--- src/rtl/sspi_pkg.sv ---
`timescale 1ns/1ps
package sspi_pkg;
  localparam int BYTE_W = 8;
  localparam int HALF_W = 7;
  localparam logic [1:0] A_CTRL = 2'd0;
  localparam logic [1:0] A_STAT = 2'd1;
  localparam logic [1:0] A_DATA = 2'd2;
  localparam int ST_DONE = 7;
  localparam int ST_COL  = 6;
  localparam int ST_DBL  = 0;

  typedef struct packed {
    logic       en;
    logic       ie;
    logic       lsb_first;
    logic       master;
    logic       idle_hi;
    logic       late;
    logic [1:0] rate;
  } ctrl_t;

  // half of the SCK period in system clocks
  function automatic logic [HALF_W-1:0] half_period(input logic [1:0] rate, input logic dbl);
    logic [HALF_W:0] full;
    case (rate)
      2'd0:    full = 8'd4;
      2'd1:    full = 8'd16;
      2'd2:    full = 8'd64;
      default: full = 8'd128;
    endcase
    if (dbl) full = full >> 1;
    return full[HALF_W:1];
  endfunction
endpackage

--- src/rtl/sspi_sync.sv ---
`timescale 1ns/1ps
module sspi_sync #(
  parameter int W = 3,
  parameter logic [W-1:0] RST_VAL = '0
) (
  input  logic         clk,
  input  logic         rst_n,
  input  logic [W-1:0] d,
  output logic [W-1:0] q
);
  logic [W-1:0] meta_q;
  always_ff @(posedge clk or negedge rst_n) begin
    if (!rst_n) begin
      meta_q <= RST_VAL;
      q      <= RST_VAL;
    end else begin
      meta_q <= d;
      q      <= meta_q;
    end
  end
endmodule

--- src/rtl/sspi_sck_gen.sv ---
`timescale 1ns/1ps
module sspi_sck_gen
  import sspi_pkg::*;
(
  input  logic              clk,
  input  logic              rst_n,
  input  logic              run,
  input  logic [HALF_W-1:0] half,
  output logic              tick
);
  logic [HALF_W-1:0] cnt_q;

  assign tick = run && (cnt_q == half - 1'b1);

  always_ff @(posedge clk or negedge rst_n) begin
    if (!rst_n)              cnt_q <= '0;
    else if (!run || tick)   cnt_q <= '0;
    else                     cnt_q <= cnt_q + 1'b1;
  end

  // two ticks are a full half period apart unless the half period is one clock
  a_r2_tick_gap: assert property (@(posedge clk) disable iff (!rst_n)
    (tick && half > 1) |=> (!tick || half == 1));
endmodule

--- src/rtl/sspi_shift_core.sv ---
`timescale 1ns/1ps
module sspi_shift_core #(
  parameter int DW = 8
) (
  input  logic          clk,
  input  logic          rst_n,
  input  logic          load,
  input  logic [DW-1:0] load_data,
  input  logic          abort,
  input  logic          edge_ev,
  input  logic          lsb_first,
  input  logic          late,
  input  logic          serial_in,
  output logic          serial_out,
  output logic          mid,
  output logic          done_pulse,
  output logic [DW-1:0] rx_next
);
  localparam int KW = $clog2(2*DW);
  localparam logic [KW-1:0] K_LAST = KW'(2*DW-1);

  logic [KW-1:0] k_q;
  logic [DW-1:0] sh_q, rx_q;
  logic sample_ev, shift_ev;

  assign sample_ev  = edge_ev && (k_q[0] == late);
  assign shift_ev   = edge_ev && (k_q[0] != late) && (k_q != '0);
  assign done_pulse = edge_ev && (k_q == K_LAST);
  assign mid        = (k_q != '0);
  assign serial_out = lsb_first ? sh_q[0] : sh_q[DW-1];

  always_comb begin
    rx_next = rx_q;
    if (sample_ev) begin
      if (lsb_first) rx_next = {serial_in, rx_q[DW-1:1]};
      else           rx_next = {rx_q[DW-2:0], serial_in};
    end
  end

  always_ff @(posedge clk or negedge rst_n) begin
    if (!rst_n) begin
      k_q  <= '0;
      sh_q <= '0;
      rx_q <= '0;
    end else begin
      rx_q <= rx_next;
      if (load) begin
        sh_q <= load_data;
        k_q  <= '0;
      end else if (abort) begin
        k_q <= '0;
      end else if (edge_ev) begin
        k_q <= done_pulse ? '0 : k_q + 1'b1;
        if (shift_ev) begin
          if (lsb_first) sh_q <= {1'b0, sh_q[DW-1:1]};
          else           sh_q <= {sh_q[DW-2:0], 1'b0};
        end
      end
    end
  end
endmodule

--- src/rtl/sspi_ctl.sv ---
`timescale 1ns/1ps
module sspi_ctl
  import sspi_pkg::*;
(
  input  logic              clk,
  input  logic              rst_n,
  input  logic [1:0]        reg_addr,
  input  logic              reg_wr,
  input  logic              reg_rd,
  input  logic [BYTE_W-1:0] reg_wdata,
  output logic [BYTE_W-1:0] reg_rdata,
  output logic              irq,
  input  logic              irq_ack,
  input  logic              ss_as_input,
  input  logic              ss_n_i,
  input  logic              sck_i,
  output logic              sck_o,
  output logic              sck_oe,
  input  logic              mosi_i,
  output logic              mosi_o,
  output logic              mosi_oe,
  input  logic              miso_i,
  output logic              miso_o,
  output logic              miso_oe
);
  ctrl_t             ctrl_q;
  logic              dbl_q, done_q, col_q, armed_q, mbusy_q, tog_q, sck_s_d;
  logic [BYTE_W-1:0] rxbuf_q;

  // synchronized pins
  logic [2:0] sync_q;
  logic       ss_s, sck_s, mosi_s;
  sspi_sync #(.W(3), .RST_VAL(3'b100)) u_sync (
    .clk(clk), .rst_n(rst_n), .d({ss_n_i, sck_i, mosi_i}), .q(sync_q));
  assign ss_s   = sync_q[2];
  assign sck_s  = sync_q[1];
  assign mosi_s = sync_q[0];

  // register access decode
  logic ctrl_wr, stat_wr, data_wr, stat_rd, data_rd;
  assign ctrl_wr = reg_wr && reg_addr == A_CTRL;
  assign stat_wr = reg_wr && reg_addr == A_STAT;
  assign data_wr = reg_wr && reg_addr == A_DATA;
  assign stat_rd = reg_rd && reg_addr == A_STAT;
  assign data_rd = reg_rd && reg_addr == A_DATA;

  // mode and event wires
  logic master_mode, slave_mode, core_mid, busy, start, demote;
  logic tick, slave_edge, edge_ev, core_done, core_out, abort, flag_clr;
  logic [BYTE_W-1:0] rx_next;
  logic [HALF_W-1:0] half;

  assign master_mode = ctrl_q.en && ctrl_q.master;
  assign slave_mode  = ctrl_q.en && !ctrl_q.master;
  assign busy        = mbusy_q || (slave_mode && !ss_s && core_mid);
  assign start       = data_wr && ctrl_q.en && !busy;
  assign demote      = master_mode && ss_as_input && !ss_s;
  assign slave_edge  = slave_mode && !ss_s && (sck_s != sck_s_d);
  assign edge_ev     = mbusy_q ? tick : slave_edge;
  assign abort       = !ctrl_q.en || demote || (slave_mode && ss_s);
  assign half        = half_period(ctrl_q.rate, dbl_q);
  assign flag_clr    = irq_ack || (armed_q && (data_wr || data_rd));

  sspi_sck_gen u_sck_gen (
    .clk(clk), .rst_n(rst_n), .run(mbusy_q && master_mode), .half(half), .tick(tick));

  sspi_shift_core #(.DW(BYTE_W)) u_core (
    .clk(clk), .rst_n(rst_n), .load(start), .load_data(reg_wdata), .abort(abort),
    .edge_ev(edge_ev), .lsb_first(ctrl_q.lsb_first), .late(ctrl_q.late),
    .serial_in(master_mode ? miso_i : mosi_s), .serial_out(core_out),
    .mid(core_mid), .done_pulse(core_done), .rx_next(rx_next));

  always_ff @(posedge clk or negedge rst_n) begin
    if (!rst_n) begin
      ctrl_q  <= '0;
      dbl_q   <= 1'b0;
      done_q  <= 1'b0;
      col_q   <= 1'b0;
      armed_q <= 1'b0;
      mbusy_q <= 1'b0;
      tog_q   <= 1'b0;
      sck_s_d <= 1'b0;
      rxbuf_q <= '0;
    end else begin
      sck_s_d <= sck_s;
      if (ctrl_wr)     ctrl_q        <= ctrl_t'(reg_wdata);
      else if (demote) ctrl_q.master <= 1'b0;
      if (stat_wr) dbl_q <= reg_wdata[ST_DBL];

      if (!ctrl_q.en || demote || core_done) mbusy_q <= 1'b0;
      else if (start && master_mode)         mbusy_q <= 1'b1;

      if (!mbusy_q)  tog_q <= 1'b0;
      else if (tick) tog_q <= ~tog_q;

      if (core_done) rxbuf_q <= rx_next;

      done_q <= (done_q && !flag_clr) || core_done || demote;
      col_q  <= (col_q && !flag_clr) || (data_wr && busy);
      if (flag_clr)                        armed_q <= 1'b0;
      else if (stat_rd && (done_q || col_q)) armed_q <= 1'b1;
    end
  end

  always_comb begin
    case (reg_addr)
      A_CTRL:  reg_rdata = ctrl_q;
      A_STAT:  reg_rdata = {done_q, col_q, 5'b0, dbl_q};
      A_DATA:  reg_rdata = rxbuf_q;
      default: reg_rdata = '0;
    endcase
  end

  assign irq     = ctrl_q.en && ctrl_q.ie && done_q;
  assign sck_o   = ctrl_q.idle_hi ^ (tog_q && mbusy_q && master_mode);
  assign sck_oe  = master_mode;
  assign mosi_o  = core_out;
  assign mosi_oe = master_mode;
  assign miso_o  = core_out;
  assign miso_oe = slave_mode && !ss_s;

  // done only rises after a completed byte or a mode loss
  a_r6_done_source: assert property (@(posedge clk) disable iff (!rst_n)
    $rose(done_q) |-> $past(core_done || demote));
  // a colliding write leaves the outgoing bit untouched
  a_r8_collision_hold: assert property (@(posedge clk) disable iff (!rst_n)
    (data_wr && mbusy_q && !tick && !ctrl_wr) |=> $stable(mosi_o));
  // mode loss clears the master bit
  a_r9_demote_clears: assert property (@(posedge clk) disable iff (!rst_n)
    (demote && !ctrl_wr) |=> !ctrl_q.master);
  // disabling ends a master transfer
  a_r11_disable_stops: assert property (@(posedge clk) disable iff (!rst_n)
    !ctrl_q.en |=> !mbusy_q);
  // after the last edge SCK is back at its idle level
  a_r4_sck_returns_idle: assert property (@(posedge clk) disable iff (!rst_n)
    (core_done && mbusy_q && !ctrl_wr) |=> (sck_o == ctrl_q.idle_hi));
endmodule

--- config.mk ---
export PLATFORM = sky130hd
export DESIGN_NAME = sspi_ctl
export DESIGN_NICKNAME = d
export VERILOG_FILES = /design/src/rtl/sspi_pkg.sv /design/src/rtl/sspi_sync.sv /design/src/rtl/sspi_sck_gen.sv /design/src/rtl/sspi_shift_core.sv /design/src/rtl/sspi_ctl.sv
export SDC_FILE = /design/constraint.sdc
export NUM_CORES = 1
export LEC_CHECK = 0
export ABC_AREA = 1
export ABC_CLOCK_PERIOD_IN_PS = 2750
export CAP_MARGIN = 10
export CORE_ASPECT_RATIO = 1.2
export CORE_UTILIZATION = 50
export DETAILED_ROUTE_END_ITERATION = 6
export DONT_BUFFER_PORTS = 1
export PLACE_DENSITY_LB_ADDON = 0.3
export SYNTH_ARGS = -nofsm -noshare
export SYNTH_HDL_FRONTEND = slang
export SYNTH_SLANG_ARGS = --single-unit
--- constraint.sdc ---
create_clock -name clk -period 2.75 [get_ports clk]
set_clock_uncertainty 0.05 [all_clocks]
set_input_delay 0.1375 -clock clk [delete_from_list [all_inputs] [get_ports clk]]
set_output_delay 0.1375 -clock clk [all_outputs]
set_load 0.03 [all_outputs]
### Word level (Yosys, flattened, before mapping)

Index checks and enable logic that the tools add are counted.

* reduce and logical (&&, ||, !) cells: 58
* mux-type cells: 26
* eq/ne operators: 11
* bitwise logic cells: 2
* add/sub/neg operators: 3

Operator list (number)
* $mux 8: 8
* $pmux 8 s3: 2
* $logic_and 1x1->1: 31
* $mux 4: 4
* $logic_or 1x1->1: 11
* $mux 1: 11
* $reduce_bool 2->1: 5
* $add 7x1->7 const B: 1
* $eq 7x7->1: 1
* $mux 7: 1
* $sub 7x1->7 const B: 1
* $logic_not 1->1: 6
* $add 4x1->4 const B: 1
* $eq 2x1->1 const B: 2
* $eq 2x2->1 const B: 2
* $eq 4x4->1 const B: 1
* $logic_not 2->1: 2
* $reduce_bool 4->1: 1
* $reduce_and 3->1: 1
* $reduce_bool 3->1: 1
* $ne 1x1->1: 2
* $ne 2x1->1 const B: 1
* $ne 2x2->1 const B: 1
* $eq 1x1->1: 1
* 2 further kinds: 2

* flip-flop bits (word level): 56
* input port bits: 20
* logic and storage cells: 121

### Logic depth before layout (Yosys ltp)

Gate-level depths: netlist (run 1).

* depth in word-level cells: 13
* depth in mapped cells: 17
* gate-level depth less buffers: 15

### Hierarchy

Synthesis (run 1) repeated with hierarchy kept, for this count alone.

* cells, all modules: 410
* area, all modules: 3161.8 sq um

By module, submodules not included
* sspi_ctl: times used 1, sequential area each 575.6 sq um, cells an instance 151, area each 1207.4 sq um
* sspi_shift_core: times used 1, sequential area each 500.5 sq um, cells an instance 159, area each 1174.9 sq um
* sspi_sck_gen: times used 1, sequential area each 175.2 sq um, cells an instance 94, area each 626.9 sq um
* sspi_sync: times used 1, sequential area each 152.6 sq um, cells an instance 6, area each 152.6 sq um

### Worst setup path before layout (run 1)

No wires, ideal clock.

* kind: flip-flop to flip-flop
* from: register ctrl_q[1] (netlist name)
* to: register u_core.rx_q[2]
* arrival time: 1.965 ns
* setup slack: 0.616 ns
* path buffers: 2
* setup time: 0.119 ns
* period minus slack after synthesis: 2.134 ns
* stages on the path, launching flop included: 16
* path through: dfrtp_1 > buf_6 > nor2_4 > nand2_2 > ha_1 > inv_1 > nand2_1 > nand2_1 > nor2_1 > nand3_1 > nor2_4 > nand4_4 > nand2_4 > buf_6 > nand3_1 > and2_1

* cells in the longest elaborated chain, start to end: 9
* elaborated cells on any way between the ends: 11

RTL lines
* from (decl): RTL line sspi_ctl.sv:26 `ctrl_t ctrl_q;`
* from (signal assigned): RTL line sspi_ctl.sv:86 `if (ctrl_wr) ctrl_q <= ctrl_t'(reg_wdata);`
* $eq 2x2->1 (tied with other cells): RTL line sspi_pkg.sv:25 `case (rate)`
* $pmux 8 s3 *: RTL line sspi_pkg.sv:25
* $mux 8 *: RTL line sspi_pkg.sv:31 `if (dbl) full = full >> 1;`
* $sub 7x1->7 *: RTL line sspi_sck_gen.sv:13 `assign tick = run && (cnt_q == half - 1'b1);`
* $eq 7x7->1 *: RTL line sspi_sck_gen.sv:13
* $logic_and 1x1->1 *: RTL line sspi_sck_gen.sv:13
* $mux 1 *: RTL line sspi_ctl.sv:59 `assign edge_ev = mbusy_q ? tick : slave_edge;`
* $logic_and 1x1->1 *: RTL line sspi_shift_core.sv:26 `assign sample_ev = edge_ev && (k_q[0] == late);`
* $mux 8 *: RTL line sspi_shift_core.sv:34 `if (sample_ev) begin`
* via rx_next[2]: RTL line sspi_ctl.sv:50 `logic [BYTE_W-1:0] rx_next;`
* to (signal assigned): RTL line sspi_shift_core.sv:46 `rx_q <= rx_next;`
* to (decl): RTL line sspi_shift_core.sv:23 `logic [DW-1:0] sh_q, rx_q;`

Mark *: on every way through the listed nets, which the timed path passes. The rest lies on a longest branch.
A chain may end at the register's enable or synchronous reset.

### Final worst setup path (run 1)

* from: register ctrl_q[0] (netlist name)
* to: register rxbuf_q[2]

* cells in the longest elaborated chain, start to end: 9
* elaborated cells on any way between the ends: 12

RTL lines
* $eq 2x2->1 (tied with other cells): RTL line sspi_pkg.sv:25
* $pmux 8 s3 *: RTL line sspi_pkg.sv:25
* $mux 8 *: RTL line sspi_pkg.sv:31
* $sub 7x1->7 *: RTL line sspi_sck_gen.sv:13
* $eq 7x7->1 *: RTL line sspi_sck_gen.sv:13
* $logic_and 1x1->1 *: RTL line sspi_sck_gen.sv:13
* $mux 1 *: RTL line sspi_ctl.sv:59
* $logic_and 1x1->1: RTL line sspi_shift_core.sv:26
* $mux 8: RTL line sspi_shift_core.sv:34
* to (signal assigned): RTL line sspi_ctl.sv:96 `if (core_done) rxbuf_q <= rx_next;`
* to (decl): RTL line sspi_ctl.sv:28 `logic [BYTE_W-1:0] rxbuf_q;`

Mark *: on every way between the ends. The rest lies on a longest branch, timed or not.

==> results.md, run 1 <==
- The flow ran to the end, and the final reports show no timing, DRC or antenna violations.
- The width of the chip is 73.8 um.
- The share of the clock period used by the worst path after layout is 91.4%.
- The post-CTS clock slew at the launch and capture registers of the worst setup and hold paths is 100 ps.
- The mux cell area share after synthesis is 0%.
- The number of synthesized flops with an enable pin is 0.
- The number of rows created at floorplan is 31.
- Sorting the synthesized cells by area gives the leading types as sky130_fd_sc_hd__dfrtp_1 (44%), sky130_fd_sc_hd__nand2_1 (15%), sky130_fd_sc_hd__nand3_1 (6.3%).
- When the netlist entered floorplanning its net count stood at 423.
- The final layout contains 437 nets.
- The routed via count is 2597.
- The floorplan step defined a die boundary enclosing 6510 sq um.
- The cell internal power dissipation is 1.46 mW.
- The ratio of cells with drive above 1 in the final layout is 9.66%.
- The H-tree depth is 2.
- The number of iterations in the first detailed-routing pass is 4.
- The total number of yosys warnings is 0.
- The category of the critical setup timing path is reg2reg.
- For this run, the total global-route usage over all layers was measured as 23.6%.
- In this run, the number of DRC markers left after iteration 0 of detailed routing was 148.
- The worst hold path was traced through 2 stages.
- Among all cell types in the netlist, the one instantiated most often is sky130_fd_sc_hd__nand2_1.
- The wire length of the first global-routing pass is 11500 um.
- The total power per unit cell area is 656 nW/um^2.
- The register bit count reported by yosys is 56.
- The initial antenna violation count is 0.
- The post-route core utilization is 57.2%.
- Sequential cells were found to cover 45.4% of the synthesized design area.
- STA classifies the critical path endpoint as a register.
- The final antenna diode count is 0.
- Among all flip-flop cells after synthesis, the most frequent one is sky130_fd_sc_hd__dfrtp_1.
- Entering global routing, the biggest net connects 57 pins.
- After synthesis, the share of flip-flops with an asynchronous set or reset is 100%.
- The number of antenna-violating nets in the routed design is 0.
- The post-CTS setup repair buffer count is 0.
- The longest clock path from root to sink contains 2 buffers.
- The core region is 6010 sq um.
- The initial utilization of the core area, before any placement, comes to 51.4%.
- The switching fraction of total power is 35.1%.
- Final hold analysis gives a worst-case slack of 24.1 ps.
- The post-synthesis adder-cell area fraction is 1.62%.
- Counting every sink on the clock net gives 56.
- 35 I/O pins were placed.
- The wire-length estimate of the detail-placed layout is 5110 um.
- The pre-CTS setup slack is 232 ps.
- The synthesized netlist contains 37 unique library cells.
- The worst path required time is 2940 ps.
- After layout, the worst setup slack is 237 ps.
- The main combinational cell family by area after synthesis is simple AND/OR/NAND/NOR gates.
- The critical path launch point type is a register.
- The signal arrival time at the worst endpoint is 2700 ps.
- The final-report setup violation count is 0.
- The shortest clock period the worst path allows after layout is 2510 ps.
- The number of failing hold endpoints at the final stage is 0.
- Combinational logic burns 28.7% of the power.
- After synthesis the cells add up to 3090 sq um.
- The relative max-transition margin is 36.4%.
- At the pin with the least slew margin, the transition time is 947 ps.
- Static timing analysis puts the maximum clock frequency at 398 MHz.
- The vias per cell is 5.24.
- The library cell used as clock root buffer is sky130_fd_sc_hd__clkbuf_8.
- Summed over all instances, the cell type with the most area after synthesis is sky130_fd_sc_hd__dfrtp_1.
- The floorplan step set the die height to 88.2 um.
- After detailed routing, the number of remaining DRC violations is 0.
- The average routed wire per standard cell is 13.9 um.
- In this run the power spent charging and discharging nets is 0.792 mW.
- Per report_power, the sequential group accounts for 46.9% of the total.
- The cell count after synthesis came out at 399.
- The total negative slack for setup checks is 0 ps.
- Clock latency on the worst-skew pair, taken at its later pin, is 310 ps.
- The via count of the first global-routing pass was 2511.
- The XOR/XNOR share of the synthesized area is 1.94%.
- After synthesis, the most frequently instantiated cells are sky130_fd_sc_hd__nand2_1 (121), sky130_fd_sc_hd__dfrtp_1 (54), sky130_fd_sc_hd__inv_1 (48).
- The share of power burned in the clock network is 24.3%.
- The area growth from synthesis to layout is 11.2%.
- Clock tree synthesis inserted a total of 5 buffers.
- Counting cells, the worst reg-to-reg path comes to 15.
- VDD sags by at most 379 uV.
- The share of the synthesized area in compound gates (AO/OA/AOI/OAI) is 10.7%.
- The clock tree from TritonCTS is yes.
- In this run the register-to-register setup slack is 240 ps.
- The min-delay analysis places its worst path in the category in2reg.
- Setup repair after global routing left no endpoint under its margin.
- The number of port buffers is 0.
- The number of slew-limit violations in the final report is 0.
- The total overflow left after global routing is 0.
- After Yosys synthesis, and, or, nand and nor cells account for 30.7% of the synthesized area.
- The mean instance size in the synthesized netlist is 7.75 sq um.
- The leakage component of the power is 1.67 nW.
- Wires add up to 6920 um.
- In this run the worst path has a maximum fanout of 15.
- The number of max-cap violations is 0.
- The area share of the largest cell type after synthesis is 43.7%.
- The final weighted congestion of routability-driven global placement is 0.957.
-- power by group through the flow --
stage	clock network, mW	logic [mW]	registers, mW
final	0.548	0.648	1.06
after CTS	0.561	0.646	1.06
after global routing	0.600	0.733	1.08
after detailed placement	0	0.606	1.07
after floorplan	0	0.532	1.03
after global placement	0	0.595	1.07
-- critical path, stage by stage (launching register included) --
cell and delay, ps:
sky130_fd_sc_hd__dfrtp_1 500, sky130_fd_sc_hd__nor2_4 160, sky130_fd_sc_hd__nand2_1 70, sky130_fd_sc_hd__ha_1 290, sky130_fd_sc_hd__inv_1 40, sky130_fd_sc_hd__nand2_1 50
sky130_fd_sc_hd__nand2_1 50, sky130_fd_sc_hd__nor2_1 90, sky130_fd_sc_hd__nand3_1 130, sky130_fd_sc_hd__nor2_4 130, sky130_fd_sc_hd__nand4_4 110, sky130_fd_sc_hd__nand2_4 190
sky130_fd_sc_hd__nand2_2 210, sky130_fd_sc_hd__clkinvlp_4 200, sky130_fd_sc_hd__nand3_1 90, sky130_fd_sc_hd__nand2_1 60
-- registers in the layout, indices dropped and copies added (netlist names), 3 cells and up --
register,count
ctrl_q,8
rxbuf_q,8
u_core.rx_q,8
u_core.sh_q,8
u_sck_gen.cnt_q,7
u_core.k_q,4
u_sync.meta_q,3
u_sync.q,3
-- metrics by stage --
stage / power (mW) / area (sq um) / cells
after floorplan: 1.56 / 3090 / 399
after global placement: 1.66 / 3150 / 473
after detailed placement: 1.68 / 3150 / 473
after CTS: 2.26 / 3440 / 496
after global routing: 2.41 / 3440 / 496
final: 2.26 / 3440 / 496
-- cell usage in the layout, fill, tap and decap left out, drive strengths merged, types with 4 or more instances in the layout --
cell type | Yosys | layout
nand3 | 40 | 40
nor3 | 5 | 5
xor2 | 4 | 4
nor2 | 19 | 19
clkbuf | 6 | 5
nand4 | 5 | 5
and2 | 8 | 8
inv | 53 | 53
nand2 | 127 | 127
ha | 4 | 4
dfrtp | 54 | 54
o21ai | 35 | 35
o211ai | 11 | 11
buf | 9 | 8
dlygate4sd3 | 0 | 14
a21oi | 4 | 4
-- routing by layer --
metal	wire length, um	track usage, %
met3	411	4.60
met5	0	0
met1	2940	29.6
met4	123	7.17
met2	3440	41.0
-- worst paths after layout --
check / from / end
max in group asynchronous: rst_n / u_sync.q[2]
min in group asynchronous: rst_n / u_sck_gen.cnt_q[1]
worst max register to register: ctrl_q[0] / rxbuf_q[2]
worst min-delay path: reg_wdata[0] / ctrl_q[0]
worst min register to register: u_sync.meta_q[1] / u_sync.q[1]
worst max-delay path: ctrl_q[0] / rxbuf_q[2]
-- repair_timing --
item,4_1_cts,5_1_grt
endpoints found under the setup margin,0,1
hold endpoints to repair,69,0
resized for setup,0,2
hold buffers,15,0
-- cell type report --
class / instances / area, sq um
flip-flops and latches: 56 / 1410
clock inverters: 3 / 47.5
inverters: 54 / 206
multi-input cells: 274 / 1390
fillers: 524 / 2570
well taps: 82 / 103
clock buffers: 5 / 68.8
repair buffers: 22 / 220
-- cells by family (layout without fill, tap and decap cells) --
family / Yosys count / after routing
simple gates: 208 / 208
buf+inv: 69 / 84
xor+xnor: 6 / 6
fa+ha+maj: 4 / 4
compound gates: 56 / 56
flops: 56 / 56
Power figures use the tool's default switching activity.
==> inputs of run 2 (changes only) <==
--- a/config.mk
+++ b/config.mk
@@ -12,7 +12,6 @@
 export CORE_UTILIZATION = 50
 export DETAILED_ROUTE_END_ITERATION = 6
 export DONT_BUFFER_PORTS = 1
-export PLACE_DENSITY_LB_ADDON = 0.3
 export SYNTH_ARGS = -nofsm -noshare
 export SYNTH_HDL_FRONTEND = slang
 export SYNTH_SLANG_ARGS = --single-unit
==> run 2 against run 1 <==
Compared with the run above:
- wire length grew 0.46%
- critical path depth decreased by 2
- setup slack improved by 36 ps
- clock power fell by 16%
- combinational power rose by 0.8%
- critical path type unchanged
- largest cell class unchanged
- highest routed layer unchanged
==> results.md, run 2 (synthesized netlist as in run 1, its figures left out) <==
- The flow ran to the end, and the final reports show no timing, DRC or antenna violations.
- The pre-CTS setup slack is 186 ps.
- The number of antenna-violating nets in the routed design is 0.
- The average routed wire per standard cell is 14.0 um.
- The relative max-transition margin is 39.5%.
- The height of the die is 88.2 um.
- With fillers left out, the area of the finished cells amounts to 3420 sq um.
- The wire length of the first global-routing pass is 11200 um.
- The top cell types in the final layout, fill and taps aside, are sky130_fd_sc_hd__nand2_1 (121), sky130_fd_sc_hd__dfrtp_1 (54), sky130_fd_sc_hd__inv_1 (48).
- The cell seen most often among critical-path stages is sky130_fd_sc_hd__nand2_1.
- The total overflow left after global routing is 0.
- For this run, global-route usage on met3 was measured as 3.45%.
- The tree built by TritonCTS fans out to 56 sinks.
- The number of failing hold endpoints at the final stage is 0.
- In this design, the stage delay of the slowest critical-path cell is 500 ps.
- The net count reported at finish is 438.
- In the global route stage, met2 resource usage came out at 39.3%.
- The cell with the largest stage delay on the worst path is sky130_fd_sc_hd__dfrtp_1.
- The design draws 2.16 mW.
- The met1 routing resource usage after global routing is 30.3%.
- Once detailed placement completed, the half-perimeter wirelength came to 5090 um.
- For the worst setup path, the data arrival time is 2650 ps.
- The cell family with the largest share of critical-path delay is simple AND/OR/NAND/NOR gates.
- The via count of the first global-routing pass is 2366.
- The post-CTS setup repair buffer count is 0.
- Buffers placed on the I/O ports in this run total 0.
- The share of the clock period used by the worst path after layout is 90.1%.
- In this run, the number of DRC markers left after iteration 0 of detailed routing was 141.
- The number of iterations in the first detailed-routing pass is 4.
- In this run the core area contains 31 standard-cell rows.
- The vias per cell is 5.10.
- The leakage component of the power is 1.67 nW.
- The final routed DRC violation total is 0.
- The achievable frequency is 404 MHz.
- At the end of routability-driven placement, the weighted congestion stood at 0.846.
- The worst-case clock buffer depth is 2.
- The type of the tightest min-delay check is in2reg.
- The startpoint of the worst setup timing path is ctrl_q[0].
- STA classifies the critical path endpoint as a register.
- Once routing completed, OpenROAD measured the worst setup slack at 273 ps.
- The die area is 6510 sq um.
- The critical path launch point type is a register.
- After detailed placement, the total cell area comes to 3160 sq um.
- The worst setup path is of the reg2reg kind.
- Detailed routing inserted a total of 2533 vias.
- The signal on the critical path passes through nor2_4, nand2_2, ha_1, nand4_1, nand2_1, nand2_1, nand2_1, nand4_4, nand2_4, nand2_2, clkinvlp_4, nand3_1, nand2_1.
- The initial utilization of the core area, before any placement, comes to 51.4%.
- The number of slew-limit violations in the final report is 0.
- Setup repair after global routing left no endpoint under its margin.
- The startpoint identified for the worst hold timing path is reg_addr[1].
- Max-cap violations in this run came to 0.
- The most common cell after layout, fill and taps aside is sky130_fd_sc_hd__nand2_1.
- The H-tree depth is 2.
- In this run the most used layer during global routing was met2.
- In this run the count of I/O pins placed on the die edge is 35.
- The final antenna diode count is 0.
- The region available for standard cell placement spans 6010 sq um.
- Clock-pin slew was measured on the worst setup and hold paths at 110 ps.
- The later pin in the worst-skew pair is clocked with a latency of 320 ps.
- The pin count of the biggest net entering global routing is 57.
- The total negative slack for setup checks is 0 ps.
- In this run, CTS created clock tree buffers numbering 5.
- The count of fill cells added during filler insertion is 594.
- For this design the ratio of total power to cell area is 631 nW/um^2.
- STA puts the critical path data required time at 2920 ps.
- The shortest clock period the worst path allows after layout is 2480 ps.
- The library cell used as clock root buffer is sky130_fd_sc_hd__clkbuf_8.
- The width of the chip is 73.8 um.
- The startpoint of the worst register-to-register path is ctrl_q[0].
- Together, buffers and inverters on the worst path number 1.
- At the pin with the least slew margin, the transition time is 901 ps.
- The final-report setup violation count is 0.
- The clock tree from TritonCTS is yes.
- The all-layer global routing usage is 23.0%.
- The maximum fanout count along the critical path is 15.
- The area growth from synthesis to layout is 10.6%.
- The aggregate routed wire length is 6950 um.
- In the final layout, the share of cells above drive strength 1 is 9.40%.
- The initial antenna violation count was 0.
- The post-route core utilization is 56.9%.
- IR analysis of the VDD net gives a maximum drop of 358 uV.
run 2: cell type report:
class                      count  area, sq um  area share, %
tap                           82          103           3.00
inverter                      54          206           6.04
clock inverter                 2         16.3          0.476
timing repair buffer          23          228           6.66
multi-input combinational    274         1390           40.7
sequential                    56         1400           41.1
clock buffer                   6         72.6           2.12
run 2: metal layers:
| metal | vias up | share of wire, % |
|---|---|---|
| met5 | - | 0 |
| met4 | 0 | 1.6 |
| met3 | 9 | 3.1 |
| met2 | 54 | 49 |
| met1 | 1162 | 47 |
| li1 | 1308 | - |
run 2: final timing paths:
| kind | endpoint | slack (ps) | cells past startpoint |
|---|---|---|---|
| max in group asynchronous | u_sync.meta_q[2] | 2060 | 2 |
| min reg2reg | u_sync.q[2] | 310 | 0 |
| max reg2reg | rxbuf_q[1] | 270 | 13 |
| min in group asynchronous | rxbuf_q[1] | 280 | 2 |
| max | rxbuf_q[1] | 270 | 13 |
| min | dbl_q | 20 | 3 |
run 2: worst min-delay path: stages:
cell	delay, ps
sky130_fd_sc_hd__nor2_1	50
sky130_fd_sc_hd__nand2_1	70
sky130_fd_sc_hd__o21ai_0	70
run 2: per-stage QoR:
stage / hold WS, ps / instances
after floorplan: -208 / 399
after global placement: -207 / 474
after detailed placement: -206 / 474
after CTS: 13.0 / 497
after global routing: 37.3 / 497
final: 17.0 / 497
run 2: what timing repair did:
item / in CTS / in global routing
endpoints found under the setup margin: 0 / 9
resized for setup: 0 / 1
endpoints found under the hold margin: 69 / 0
hold buffers: 15 / 0
run 2: power breakdown:
part / switching, mW / internal, mW / total [mW]
Combinational: 0.420 / 0.233 / 0.653
Sequential: 0.0894 / 0.958 / 1.05
Clock: 0.275 / 0.184 / 0.459
Total: 0.785 / 1.37 / 2.16
==> inputs of run 3 (changes only) <==
--- a/config.mk
+++ b/config.mk
@@ -8,7 +8,8 @@
 export ABC_AREA = 1
 export ABC_CLOCK_PERIOD_IN_PS = 2750
 export CAP_MARGIN = 10
-export CORE_ASPECT_RATIO = 1.2
+export CORE_ASPECT_RATIO = 1.25
+export CORE_MARGIN = 2
 export CORE_UTILIZATION = 50
 export DETAILED_ROUTE_END_ITERATION = 6
 export DONT_BUFFER_PORTS = 1
==> run 3 against run 2 <==
Compared with the run above:
- via count up 3.0%
- setup slack better by 83 ps
- critical path depth unchanged
- largest power group unchanged
- die area up 5.1%
- hold slack better by 3.4 ps
- sequential cell count unchanged
- fmax up 3.5%
- register-to-register slack better by 80 ps
- first-iteration DRC count down 32%
- core utilization down 0.32 points
==> results.md, run 3 (synthesized netlist as in run 1, its figures left out) <==
- The number of clock sinks is 56.
- The ratio of cells with drive above 1 in the final layout is 9.81%.
- The final-report setup violation count is 0.
- The met1 routing resource usage after global routing is 28.3%.
- The number of max-cap violations is 0.
- The initial antenna violation count is 0.
- In the layout the commonest cells are sky130_fd_sc_hd__nand2_1 (121), sky130_fd_sc_hd__dfrtp_1 (54), sky130_fd_sc_hd__inv_1 (48).
- The number of slew-limit violations in the final report is 0.
- The net count of the finished layout is 441.
- STA classifies the critical path startpoint as a register.
- The most common cell after layout, fill and taps aside is sky130_fd_sc_hd__nand2_1.
- The detailed placer's ending HPWL is 5410 um.
- The flow ran to the end, and the final reports show no timing, DRC or antenna violations.
- The final routed DRC violation total is 0.
- After detailed routing, the average wire length per cell comes to 14.7 um.
- Timing would allow up to 418 MHz.
- The die is 74.3 um wide.
- Detailed routing inserted a total of 2608 vias.
- The count of buffer and inverter cells on the critical path is 1.
- The total clock buffers created by CTS is 5.
- Clock latency on the worst-skew pair, taken at its later pin, is 310 ps.
- For the final routed database, the setup TNS stands at 0 ps.
- The fraction of met3 tracks used by global routing is 3.74%.
- The final antenna diode count is 0.
- The all-layer global routing usage is 23.7%.
- From bottom edge to top edge, the die measures 91.9 um.
- The overflow left after global routing is 0.
- The global routing stage identified its most utilized layer as met2.
- The cell seen most often among critical-path stages is sky130_fd_sc_hd__nand2_1.
- In this run the clock root is driven by a sky130_fd_sc_hd__clkbuf_8.
- The number of cells in the finished layout apart from fillers is 503.
- The sort of element at the end of the critical path is a register.
- The I/O pin count is 35.
- The smallest clock period supported by the final layout is computed as 2390 ps.
- The via count of the first global-routing pass came to 2618.
- Data on the critical path arrives at its endpoint at 2540 ps.
- The die covers 6830 sq um.
- From synthesis to final layout, the design area changed by 11.3%.
- In this run the standard cell core region covers 6090 sq um.
- Entering global routing, the biggest net connects 57 pins.
- The first detailed-routing pass took 4 iterations.
- The final layout contains routed wiring with a total length of 7370 um.
- For the pin with the worst max-slew slack, the measured transition is 907 ps.
- The total power per unit cell area is 629 nW/um^2.
- Global routing consumed, on the met2 layer, 41.5% of the routing resources.
- During placement, the flow inserted port buffers numbering 0.
- The type of the tightest min-delay check is in2reg.
- Setup repair after global routing left no endpoint under its margin.
- The wire length of the first global-routing pass is 12300 um.
- The finished layout cell area is 3440 sq um.
- The critical path is of the reg2reg type.
- The post-route core utilization is 56.6%.
- Measured against its own limit, the worst slew margin works out to 39.0%.
- TritonCTS built the clock tree.
- The worst path required time is 2900 ps.
- The number of failing hold endpoints at the final stage is 0.
- The total chip power is 2.17 mW.
- The post-CTS clock slew at the launch and capture registers of the worst setup and hold paths is 90 ps.
- The maximum fanout count along the critical path is 15.
- The placed instances occupy a cell area of 3190 sq um.
- The cell with the largest stage delay on the worst path is sky130_fd_sc_hd__dfrtp_1.
- CTS built an H-tree with a depth of 2.
- After detailed routing, the number of vias per cell comes to 5.18.
- The first routing iteration left 96 violations.
- The cell family contributing the most delay on the critical path is simple AND/OR/NAND/NOR gates.
- The layout has 597 filler cells.
- Counting along the longest clock path gives a buffer depth of 2.
- In this run the core area contains 32 standard-cell rows.
- The final weighted congestion of routability-driven global placement is 0.889.
- The largest voltage drop on the vdd net is 318 uV.
- The cell total after placement is 480.
- The highest cell delay on the worst timing path is 500 ps.
- Once detail routing completed, the nets flagged for antenna violations numbered 0.
- In this run the static leakage power is 1.68 nW.
- The critical path goes through nor2_4, nand2_2, ha_1, nand4_1, nand2_1, nand2_1, nand2_1, nand4_4, nand2_4, nand2_2, clkinv_1, nand3_1, nand2_1.
- The share of the clock period used by the worst path after layout is 87.1%.
- The initial core utilization is 50.8%.
run 3: cell count changes in the layout (fill, tap and decap cells not counted):
cell	previous run	this run
sky130_fd_sc_hd__buf_4	8	11
sky130_fd_sc_hd__clkinv_1	0	1
sky130_fd_sc_hd__clkinvlp_4	2	1
run 3: what timing repair did:
item / CTS / global route
setup buffers: 0 / 0
hold buffers: 15 / 0
setup endpoints to repair: 0 / 0
endpoints found under the hold margin: 70 / 0
gates resized for setup: 0 / 0
run 3: report_power, final:
group	switching, mW	leakage [nW]	internal, mW
Combinational	0.431	0.935	0.238
Sequential	0.0850	0.708	0.957
Clock	0.271	0.0418	0.184
run 3: layout make-up:
class	count	area (sq um)	share of cell area, %
clock buffer	6	72.6	2.11
clock inverter	2	16.3	0.473
inverter	54	203	5.89
multi-input combinational	274	1390	40.4
sequential	56	1400	40.8
tap	85	106	3.09
timing repair buffer	26	250	7.27
run 3: path summary, 6_finish.rpt:
kind                                  startpoint     endpoint  slack, ps  depth (start not counted)
worst max-delay path                   ctrl_q[0]   rxbuf_q[0]        360                         13
worst min-delay path                 reg_addr[1]        dbl_q         20                          3
worst max register to register         ctrl_q[0]   rxbuf_q[0]        360                         13
worst min register to register  u_sync.meta_q[2]  u_sync.q[2]        310                          0
max in group asynchronous                  rst_n  u_sync.q[2]       2030                          2
min in group asynchronous                  rst_n  u_sync.q[0]        340                          2
run 3: worst register-to-register path: stages, from the launching register on:
cell                       delay (ps)
sky130_fd_sc_hd__dfrtp_1          500
sky130_fd_sc_hd__nor2_4           160
sky130_fd_sc_hd__nand2_2           70
sky130_fd_sc_hd__ha_1             280
sky130_fd_sc_hd__nand4_1          140
sky130_fd_sc_hd__nand2_1           60
sky130_fd_sc_hd__nand2_1           50
sky130_fd_sc_hd__nand2_1          100
sky130_fd_sc_hd__nand4_4          130
sky130_fd_sc_hd__nand2_4          140
sky130_fd_sc_hd__nand2_2          110
sky130_fd_sc_hd__clkinv_1         270
sky130_fd_sc_hd__nand3_1          200
sky130_fd_sc_hd__nand2_1           60
run 3: per-stage QoR:
stage               setup slack (ps)  hold WS [ps]
CTS                              375          15.3
finish                           356          20.4
floorplan                        616          -208
global placement                 416          -207
detailed placement               391          -206
global route                     129          67.7
run 3: layer usage:
layer / up-vias / routed length (um)
met4: 0 / 264
met1: 1222 / 3060
li1: 1312 / -
met5: - / 0
met3: 22 / 232
met2: 52 / 3820
